File: config.mk
export PLATFORM = sky130hd
export DESIGN_NAME = wt_cache
export DESIGN_NICKNAME = d
export VERILOG_FILES = /design/src/rtl/wt_cache_pkg.sv /design/src/rtl/wt_cache_lines.sv /design/src/rtl/wt_cache_wbuf.sv /design/src/rtl/wt_cache.sv
export SDC_FILE = /design/constraint.sdc
export NUM_CORES = 1
export LEC_CHECK = 0
export BUFFER_PORTS_ARGS = -buffer_cell sky130_fd_sc_hd__buf_4
export CAP_MARGIN = 20
export CORE_ASPECT_RATIO = 0.6
export CORE_MARGIN = 5
export CORE_UTILIZATION = 61
export DETAILED_ROUTE_END_ITERATION = 8
export GPL_ROUTABILITY_DRIVEN = 0
export PLACE_DENSITY = 0.8
export SYNTH_ARGS = -nofsm -noshare
export SYNTH_HDL_FRONTEND = slang
export SYNTH_SLANG_ARGS = --single-unit
File: constraint.sdc
create_clock -name clk_i -period 4.7 [get_ports clk_i]
set_clock_uncertainty 0.1 [all_clocks]
set_input_delay 0.235 -clock clk_i [delete_from_list [all_inputs] [get_ports clk_i]]
set_output_delay 0.235 -clock clk_i [all_outputs]
set_load 0.005 [all_outputs]
File: src/rtl/wt_cache_pkg.sv
package wt_cache_pkg;
  typedef enum logic [1:0] {
    ST_IDLE    = 2'd0,
    ST_RD_REQ  = 2'd1,
    ST_RD_WAIT = 2'd2
  } cache_st_e;
endpackage

File: src/rtl/wt_cache_lines.sv
module wt_cache_lines #(
  parameter int ADDR_W = 8,
  parameter int DATA_W = 32,
  parameter int LINES  = 8
) (
  input  logic              clk_i,
  input  logic              rst_ni,
  input  logic [ADDR_W-1:0] lk_addr_i,
  input  logic              upd_en_i,
  input  logic [DATA_W-1:0] upd_data_i,
  input  logic              fill_en_i,
  input  logic [ADDR_W-1:0] fill_addr_i,
  input  logic [DATA_W-1:0] fill_data_i,
  output logic              hit_o,
  output logic [DATA_W-1:0] data_o
);
  localparam int IDX_W = $clog2(LINES);
  localparam int TAG_W = ADDR_W - IDX_W;

  logic              valid_q [LINES];
  logic [TAG_W-1:0]  tag_q   [LINES];
  logic [DATA_W-1:0] data_q  [LINES];

  logic [IDX_W-1:0] lk_idx, fill_idx;
  logic [TAG_W-1:0] lk_tag, fill_tag;

  assign lk_idx   = lk_addr_i[IDX_W-1:0];
  assign lk_tag   = lk_addr_i[ADDR_W-1:IDX_W];
  assign fill_idx = fill_addr_i[IDX_W-1:0];
  assign fill_tag = fill_addr_i[ADDR_W-1:IDX_W];

  for (genvar g = 0; g < LINES; g++) begin : g_line
    always_ff @(posedge clk_i or negedge rst_ni) begin
      if (!rst_ni)                                     valid_q[g] <= 1'b0;
      else if (fill_en_i && fill_idx == IDX_W'(g))     valid_q[g] <= 1'b1;
    end

    always_ff @(posedge clk_i) begin
      if (fill_en_i && fill_idx == IDX_W'(g)) begin
        tag_q[g]  <= fill_tag;
        data_q[g] <= fill_data_i;
      end else if (upd_en_i && lk_idx == IDX_W'(g)) begin
        data_q[g] <= upd_data_i;
      end
    end
  end

  assign hit_o  = valid_q[lk_idx] && (tag_q[lk_idx] == lk_tag);
  assign data_o = data_q[lk_idx];


  fill_then_hit_chk: assert property (@(posedge clk_i) disable iff (!rst_ni)
    fill_en_i |=> (lk_addr_i != $past(fill_addr_i)) || hit_o);


  upd_only_on_hit_chk: assert property (@(posedge clk_i) disable iff (!rst_ni)
    upd_en_i |-> hit_o);
endmodule

File: src/rtl/wt_cache_wbuf.sv
module wt_cache_wbuf #(
  parameter int ADDR_W = 8,
  parameter int DATA_W = 32,
  parameter int DEPTH  = 4
) (
  input  logic              clk_i,
  input  logic              rst_ni,
  input  logic              push_i,
  input  logic [ADDR_W-1:0] push_addr_i,
  input  logic [DATA_W-1:0] push_data_i,
  input  logic              pop_i,
  output logic [ADDR_W-1:0] head_addr_o,
  output logic [DATA_W-1:0] head_data_o,
  output logic              empty_o,
  output logic              full_o
);
  localparam int PTR_W = $clog2(DEPTH);
  localparam int CNT_W = PTR_W + 1;

  logic [ADDR_W-1:0] addr_q [DEPTH];
  logic [DATA_W-1:0] data_q [DEPTH];
  logic [PTR_W-1:0]  wr_ptr_q, rd_ptr_q;
  logic [CNT_W-1:0]  cnt_q;

  function automatic logic [PTR_W-1:0] nxt(input logic [PTR_W-1:0] p);
    return (p == PTR_W'(DEPTH - 1)) ? '0 : p + 1'b1;
  endfunction

  always_ff @(posedge clk_i) begin
    if (push_i) begin
      addr_q[wr_ptr_q] <= push_addr_i;
      data_q[wr_ptr_q] <= push_data_i;
    end
  end

  always_ff @(posedge clk_i or negedge rst_ni) begin
    if (!rst_ni) begin
      wr_ptr_q <= '0;
      rd_ptr_q <= '0;
      cnt_q    <= '0;
    end else begin
      if (push_i) wr_ptr_q <= nxt(wr_ptr_q);
      if (pop_i)  rd_ptr_q <= nxt(rd_ptr_q);
      if (push_i && !pop_i)      cnt_q <= cnt_q + 1'b1;
      else if (pop_i && !push_i) cnt_q <= cnt_q - 1'b1;
    end
  end

  assign empty_o     = (cnt_q == '0);
  assign full_o      = (cnt_q == CNT_W'(DEPTH));
  assign head_addr_o = addr_q[rd_ptr_q];
  assign head_data_o = data_q[rd_ptr_q];


  no_overflow_chk: assert property (@(posedge clk_i) disable iff (!rst_ni)
    push_i |-> !full_o);


  no_underflow_chk: assert property (@(posedge clk_i) disable iff (!rst_ni)
    pop_i |-> !empty_o);
endmodule

File: src/rtl/wt_cache.sv
module wt_cache
  import wt_cache_pkg::*;
#(
  parameter int ADDR_W  = 8,
  parameter int DATA_W  = 32,
  parameter int LINES   = 8,
  parameter int WB_SIZE = 4
) (
  input  logic              clk_i,
  input  logic              rst_ni,
  input  logic              cpu_req_i,
  input  logic              cpu_we_i,
  input  logic [ADDR_W-1:0] cpu_addr_i,
  input  logic [DATA_W-1:0] cpu_wdata_i,
  output logic [DATA_W-1:0] cpu_rdata_o,
  output logic              cpu_stall_o,
  output logic              mem_req_o,
  output logic              mem_we_o,
  output logic [ADDR_W-1:0] mem_addr_o,
  output logic [DATA_W-1:0] mem_wdata_o,
  input  logic              mem_ready_i,
  input  logic              mem_rvalid_i,
  input  logic [DATA_W-1:0] mem_rdata_i
);
  cache_st_e         state_q;
  logic [ADDR_W-1:0] miss_addr_q;

  logic              hit, rd_hit, push, pop, fill_en, rd_phase;
  logic              wb_empty, wb_full;
  logic [ADDR_W-1:0] wb_addr;
  logic [DATA_W-1:0] wb_data;

  wt_cache_lines #(.ADDR_W(ADDR_W), .DATA_W(DATA_W), .LINES(LINES)) u_lines (
    .clk_i       (clk_i),
    .rst_ni      (rst_ni),
    .lk_addr_i   (cpu_addr_i),
    .upd_en_i    (push && hit),
    .upd_data_i  (cpu_wdata_i),
    .fill_en_i   (fill_en),
    .fill_addr_i (miss_addr_q),
    .fill_data_i (mem_rdata_i),
    .hit_o       (hit),
    .data_o      (cpu_rdata_o)
  );

  wt_cache_wbuf #(.ADDR_W(ADDR_W), .DATA_W(DATA_W), .DEPTH(WB_SIZE)) u_wbuf (
    .clk_i       (clk_i),
    .rst_ni      (rst_ni),
    .push_i      (push),
    .push_addr_i (cpu_addr_i),
    .push_data_i (cpu_wdata_i),
    .pop_i       (pop),
    .head_addr_o (wb_addr),
    .head_data_o (wb_data),
    .empty_o     (wb_empty),
    .full_o      (wb_full)
  );

  assign rd_hit      = (state_q == ST_IDLE) && cpu_req_i && !cpu_we_i && hit;
  assign push        = (state_q == ST_IDLE) && cpu_req_i && cpu_we_i && !wb_full;
  assign cpu_stall_o = cpu_req_i && !(rd_hit || push);
  assign fill_en     = (state_q == ST_RD_WAIT) && mem_rvalid_i;

  // read fetch owns the port only once the buffer is empty
  assign rd_phase    = (state_q == ST_RD_REQ);
  assign mem_req_o   = rd_phase || !wb_empty;
  assign mem_we_o    = !rd_phase;
  assign mem_addr_o  = rd_phase ? miss_addr_q : wb_addr;
  assign mem_wdata_o = wb_data;
  assign pop         = !rd_phase && !wb_empty && mem_ready_i;

  always_ff @(posedge clk_i or negedge rst_ni) begin
    if (!rst_ni) begin
      state_q     <= ST_IDLE;
      miss_addr_q <= '0;
    end else begin
      unique case (state_q)
        ST_IDLE: if (cpu_req_i && !cpu_we_i && !hit && wb_empty) begin
          state_q     <= ST_RD_REQ;
          miss_addr_q <= cpu_addr_i;
        end
        ST_RD_REQ:  if (mem_ready_i)  state_q <= ST_RD_WAIT;
        ST_RD_WAIT: if (mem_rvalid_i) state_q <= ST_IDLE;
        default:    state_q <= ST_IDLE;
      endcase
    end
  end


  fill_completes_chk: assert property (@(posedge clk_i) disable iff (!rst_ni)
    fill_en |=> !cpu_req_i || cpu_we_i || (cpu_addr_i != $past(miss_addr_q)) || !cpu_stall_o);


  read_after_drain_chk: assert property (@(posedge clk_i) disable iff (!rst_ni)
    (mem_req_o && !mem_we_o) |-> wb_empty);


  req_hold_chk: assert property (@(posedge clk_i) disable iff (!rst_ni)
    (mem_req_o && !mem_ready_i) |=> mem_req_o && $stable(mem_we_o) && $stable(mem_addr_o));
endmodule

**After elaboration in Yosys (flattened, before gate mapping)**

Memory sizes are Yosys's and may differ from the RTL's.
Cells that the tools add are included.

- Flip-flop bits (word level): 25
- Memory bits (writable): 456
- Input port bits: 78
- Memories: 4

Memory list:

| name | words | width | read ports | clocked after memory_dff | write ports | RTL line | RTL |
|---|---|---|---|---|---|---|---|
| u_lines.data_q | 8 | 32 | 1 | 0 | 1 | wt_cache_lines.sv:22 | `logic [DATA_W-1:0] data_q [LINES];` |
| u_wbuf.data_q | 4 | 32 | 1 | 0 | 1 | wt_cache_wbuf.sv:21 | `logic [DATA_W-1:0] data_q [DEPTH];` |
| u_lines.tag_q | 8 | 5 | 1 | 0 | 1 | wt_cache_lines.sv:21 | `logic [TAG_W-1:0] tag_q [LINES];` |
| u_wbuf.addr_q | 4 | 8 | 1 | 0 | 1 | wt_cache_wbuf.sv:20 | `logic [ADDR_W-1:0] addr_q [DEPTH];` |

- Add/sub/neg operators: 4
- $lt $le $gt $ge: 1
- Eq/ne operators: 23
- Mux-type cells: 104
- Bitwise gates (word level): 9
- Reduce and logical (&&, ||, !) cells: 63

Operators by type and width:

| cell | count |
|---|---|
| two-way mux 32 bit | 15 |
| OR reduction 32 bit | 7 |
| two-way mux 1 bit | 58 |
| two-way mux 3 bit | 16 |
| two-way mux 5 bit | 7 |
| OR reduction 5 bit | 7 |
| logical AND 1 bit | 32 |
| equality test 3 bit, second input constant | 9 |
| equality test 3 x 2 -> 1 bit, second input constant | 4 |
| two-way mux 2 bit | 5 |
| zero test 3 bit | 3 |
| zero test 1 bit | 8 |
| two-way mux 8 bit | 1 |
| bitwise OR 1 bit | 8 |
| equality test 2 bit, second input constant | 3 |
| equality test 3 x 1 -> 1 bit, second input constant | 2 |
| case mux 2 bit (3 select lines) | 1 |
| equality test 5 bit | 1 |
| adder 2 x 1 -> 2 bit, second input constant | 2 |
| >= comparator 4 bit, second input constant | 1 |
| != test 2 bit, second input constant | 2 |
| NOT 3 -> 4 bit | 1 |
| adder 3 x 1 -> 3 bit, second input constant | 1 |
| binary-select mux 1 bit (select 3 bit) | 1 |
| 8 further kinds | 9 |

**Logic depth before layout (Yosys ltp)**

- Word-level depth: 19
- Gate-level depth with buffers: 11
- Gate-level depth less buffers: 11

**Cells and area by module**

From an unflattened synthesis, not the netlist that was laid out.

- Cell total of the unflattened synthesis: 1,109
- Area total of the unflattened synthesis: 21,733.3 sq um

By module, submodules not included:

| module | instances | cells an instance | area each (sq um) |
|---|---|---|---|
| wt_cache_lines | 1 | 803 | 14,930.6 |
| wt_cache_wbuf | 1 | 247 | 6,239.7 |
| wt_cache | 1 | 59 | 563.0 |

**Worst setup path before layout**

OpenSTA, ideal clock, no wires.

- Path kind: input to register
- Start: input port cpu_addr_i[1]
- End: memory u_lines.data_q[7][0], enable pin
- Arrival: 3.319 ns
- Setup slack: 0.816 ns
- Cell stages on the path: 11
- Buffers on the path: 5
- Cell sequence: buf_6 buf_6 buf_4 mux2i_1 a221oi_1 xnor2_1 nand3_1 or4_1 buf_6 buf_6 o21ai_0

- Longest elaborated chain between the ends: 19
- Elaborated cells between the ends (all ways): 77
- Classes of those cells: 8 x eq/ne; 41 x mux; 9 x bitwise; 18 x reduce/logical; 1 x memory

Ends and longest elaborated chain:

| item | RTL line | RTL |
|---|---|---|
| from (decl) | wt_cache.sv:13 | `input logic [ADDR_W-1:0] cpu_addr_i,` |
| parallel branches: the longest is 19 deep, another holds memory read (8 x 5 bit) | -- |  |
| to (decl) | wt_cache_lines.sv:22 |  |

Several ways; the timed one is not identified. The select of a mux whose other input is x is not followed.

**Worst setup path in the final report**

- Start: memory u_lines.tag_q[0][0] in the netlist's numbering
- End: memory u_lines.data_q[1][7], enable pin

- Longest elaborated chain between the ends: 17
- Elaborated cells between the ends (all ways): 65
- Classes of those cells: 1 x eq/ne; 38 x mux; 8 x bitwise; 17 x reduce/logical; 1 x memory

Ends and longest elaborated chain:

| item | RTL line | RTL |
|---|---|---|
| from (decl) | wt_cache_lines.sv:21 |  |
| memory read (8 x 5 bit) (*) | -- |  |
| equality test 5 bit (*) | wt_cache_lines.sv:48 | `assign hit_o = valid_q[lk_idx] && (tag_q[lk_idx] == lk_tag);` |
| logical AND 1 bit (*) | wt_cache_lines.sv:48 |  |
| logical AND 1 bit (*) | wt_cache.sv:37 | `.upd_en_i (push && hit),` |
| logical AND 1 bit | wt_cache_lines.sv:42 | `end else if (upd_en_i && lk_idx == IDX_W'(g)) begin` |
| two-way mux 1 bit | wt_cache_lines.sv:42 |  |
| two-way mux 1 bit | wt_cache_lines.sv:39 | `if (fill_en_i && fill_idx == IDX_W'(g)) begin` |
| two-way mux 1 bit (implied by the code) | wt_cache_lines.sv:43 | `data_q[g] <= upd_data_i;` |
| bitwise OR 1 bit (no line) | -- |  |
| OR reduction 32 bit (no line) | -- |  |
| two-way mux 3 bit (no line) / two-way mux 1 bit (equally long branches) (7 in a row) | -- |  |

Every way passes the cells marked *; elsewhere a longest branch is shown, timed or not.

==> results.tsv <==
stage	metric	value	unit
drt	Antenna Nets Post-Route	0	
yosys	area leader, netlist	edfxtp_1	
floorplanning	Die X	253	um
cells_and_area	Ant. Diodes	0	
timing	Fmax	0.274	GHz
worst_setup_path	R2R Path Start	u_lines.tag_q[0][0]$_DFFE_PP_	
place	Detailed Place HPWL	30300	um
cells_and_area	design area	25600	sq um
cells_and_area	layout cells sized above 1	51.1	%
yosys	Syn. warnings	0	
clock_network	clock sinks	481	
yosys	Mapped Cells	1100	
drt	Vias	11700	
worst_setup_path	WP data required	4830	ps
grt	all-layer global routing usage	25.7	%
drt	1st-pass router iterations	5	
worst_hold_path	Hold Crit Class	in2async	
worst_setup_path	Crit Path Class	reg2reg	
grt	largest net degree at the start of global routing	57	
clock_network	Bufs on Longest Clock Path	3	
clock_network	H-tree levels	2	
grt	GR Overflow Total	0	
timing	Hold Vio Cnt, Final	0	
timing	max_slew headroom	35.3	%
drt	DRC Markers	0	
grt	vias in the first global route	12300	
yosys	register bit total from synthesis	481	
clock_network	CTS root buf	clkbuf_16	
timing	Final setup viols	0	
power_and_ir_drop	cell area power density	417	nW/um^2
floorplanning	Starting Density	61.7	%
worst_setup_path	worst reg-to-reg setup slack	1050	ps
clock_network	Clock Latency Late Sink	540	ps
yosys	sequential-to-total area share from yosys stat	66.3	%
clock_network	CTS Buf Count	44	
drt	final WL	50000	um
floorplanning	I/O Pins	153	
cells_and_area	Fillers	2044	
flow_run	max_cap viols	0	
yosys	top post-synthesis cells by area	edfxtp_1, mux2_2, mux4_2	
cells_and_area	Layout area overhead	18.3	%
yosys	most frequent cell after synthesis	edfxtp_1	
worst_setup_path	CP Max Fanout	19	
timing	Final period util	77.7	%
power_and_ir_drop	worst vdd ir	0.361	mV
place	PortBufs	152	
floorplanning	Vert. Die Dim	156	um
clock_network	CTS tree	yes	
timing	min Tclk post-route	3650	ps
yosys	unique cell type count in the Yosys netlist	49	
timing	Slew @ Worst Pin	971	ps
place	Cell Area, Placed	23400	sq um
worst_setup_path	CP Capture Type	flop	
grt	first-pass GRT wire length	76400	um
floorplanning	Core ar.	35000	sq um
yosys	EDFF count, synth	456	
run_status	outcome	complete, no violations	
yosys	Yosys top cell area share	63.4	%
yosys	commonest cells in the netlist	edfxtp_1, mux2_2, mux4_2	
floorplanning	cell row count	53	
clock_network	clock slew seen by the registers of the worst setup and hold paths	70	ps
worst_setup_path	crit path launch type	flop	
floorplanning	Die Footprint	39400	sq um
grt	initial antenna violation count	2	
yosys	Post-synth ARST share	5.20	%
worst_setup_path	RR Endpoint	u_lines.data_q[1][7]$_DFFE_PP_	
worst_setup_path	worst reg2reg path depth	8	
timing	RSZ-0062 raised after global routing	no	
yosys	Synth Cell Area	21600	sq um
cells_and_area	nets@finish	1426	
timing	fin. max-slew vios	0	
power_and_ir_drop	Leakage	8.88	nW
drt	Vias/cell	6.34	
yosys	syn nets	1185	
yosys	syn_area_per_cell	19.6	sq um
yosys	Most used DFF post-synth	edfxtp_1	
drt	1st-iter DRT viols	1148	
drt	drt wl/cell	27.2	um
worst_setup_path	Data arrival, critical path	3790	ps
timing	Sum Neg Setup Slack	0	ps
-- stage by stage --
step	utilization, %	worst slack (ps)	hold WS (ps)	instances	total power [mW]
floorplan	-	816	-161	1100	6.34
global placement	66.8	864	56.5	1686	7.14
detailed placement	67.0	663	59.1	1689	7.21
CTS	73.0	1030	27.3	1841	10.7
global route	73.0	877	68.2	1841	11.1
finish	73.0	1050	33.3	1841	10.7
-- where the power goes --
group / internal [mW] / total (mW) / switching [mW]
registers: 5.03 / 5.35 / 0.319
logic: 1.04 / 1.81 / 0.766
clock network: 1.95 / 3.51 / 1.56
total: 8.02 / 10.7 / 2.64
-- sequential cells by signal (all words and copies together), names as in the netlist --
name and count:
u_wbuf.wr_ptr_q 2, state_q 2, u_lines.tag_q 40, u_lines.valid_q 8, miss_addr_q 8, u_wbuf.data_q 128, u_wbuf.cnt_q 3, u_lines.data_q 256
u_wbuf.rd_ptr_q 2, u_wbuf.addr_q 32
-- worst max path at each step --
stage / end / slack (ps) / from / cells past startpoint
2_1_floorplan: u_lines.data_q[7][0]$_DFFE_PP_ / 820 / cpu_addr_i[1] / 11
3_3_place_gp: u_lines.data_q[5][14]$_DFFE_PP_ / 860 / cpu_addr_i[1] / 8
3_5_place_dp: u_lines.data_q[1][4]$_DFFE_PP_ / 660 / cpu_addr_i[1] / 9
4_1_cts: u_lines.data_q[1][15]$_DFFE_PP_ / 1030 / u_lines.tag_q[0][0]$_DFFE_PP_ / 8
5_1_grt: u_lines.data_q[1][15]$_DFFE_PP_ / 880 / u_lines.tag_q[0][0]$_DFFE_PP_ / 8
6_report: u_lines.data_q[1][7]$_DFFE_PP_ / 1050 / u_lines.tag_q[0][0]$_DFFE_PP_ / 8
-- metal layers --
metal / track usage, % / routed length (um) / up-vias
met3: 4.68 / 3560 / 70
li1: - / - / 5024
met1: 38.8 / 21800 / 6143
met2: 40.2 / 23600 / 435
met4: 5.70 / 1060 / 2
met5: 0 / 13 / -
-- worst max-delay path, stage by stage, from the launching register on --
cell	delay, ps
edfxtp_1	370
nor2b_1	150
a2111oi_0	570
or4_1	190
and3_1	170
and3_1	400
nand3_2	450
o21ai_4	510
buf_4	420
-- cell families (layout without fill, tap and decap cells) --
kind of cell | count (synthesis) | count (layout) | synth area share [%]
simple gates | 78 | 78 | 2.01
fa+ha+maj | 7 | 7 | 0.440
xor+xnor | 6 | 6 | 0.313
mux | 425 | 425 | 28.2
compound gates | 32 | 32 | 1.11
buf+inv | 71 | 345 | 1.67
flops | 481 | 481 | 66.3
-- layout make-up --
type,count,area [sq um],area share [%]
clock inverters,28,224,0.876
multi-input cells,548,7030,27.5
inverters,8,30.0,0.117
clock buffers,51,1170,4.57
repair buffers,258,2210,8.66
flip-flops and latches,481,14300,56.0
well taps,467,584,2.28
-- cell usage in the layout (no fill, tap or decap), drive strengths merged, types with 4 or more instances in the layout --
cell	Yosys	final
dfrtp	25	25
nand2	8	8
nor3	10	10
nand2b	9	9
nor2	11	11
or2	9	9
nand3	9	9
mux2i	4	4
o22ai	8	8
clkinv	0	18
ha	6	6
o21ai	8	8
and3	7	7
buf	45	185
mux2	315	315
nor2b	4	4
mux4	106	106
dlygate4sd3	0	73
clkbuf	18	51
inv	8	12
edfxtp	456	456
-- repair_timing --
item	CTS	global route
endpoints found under the hold margin	436	0
hold buffers	73	0
buffers inserted	0	0
resized for setup	0	0
(Power assumes the default switching activity.)
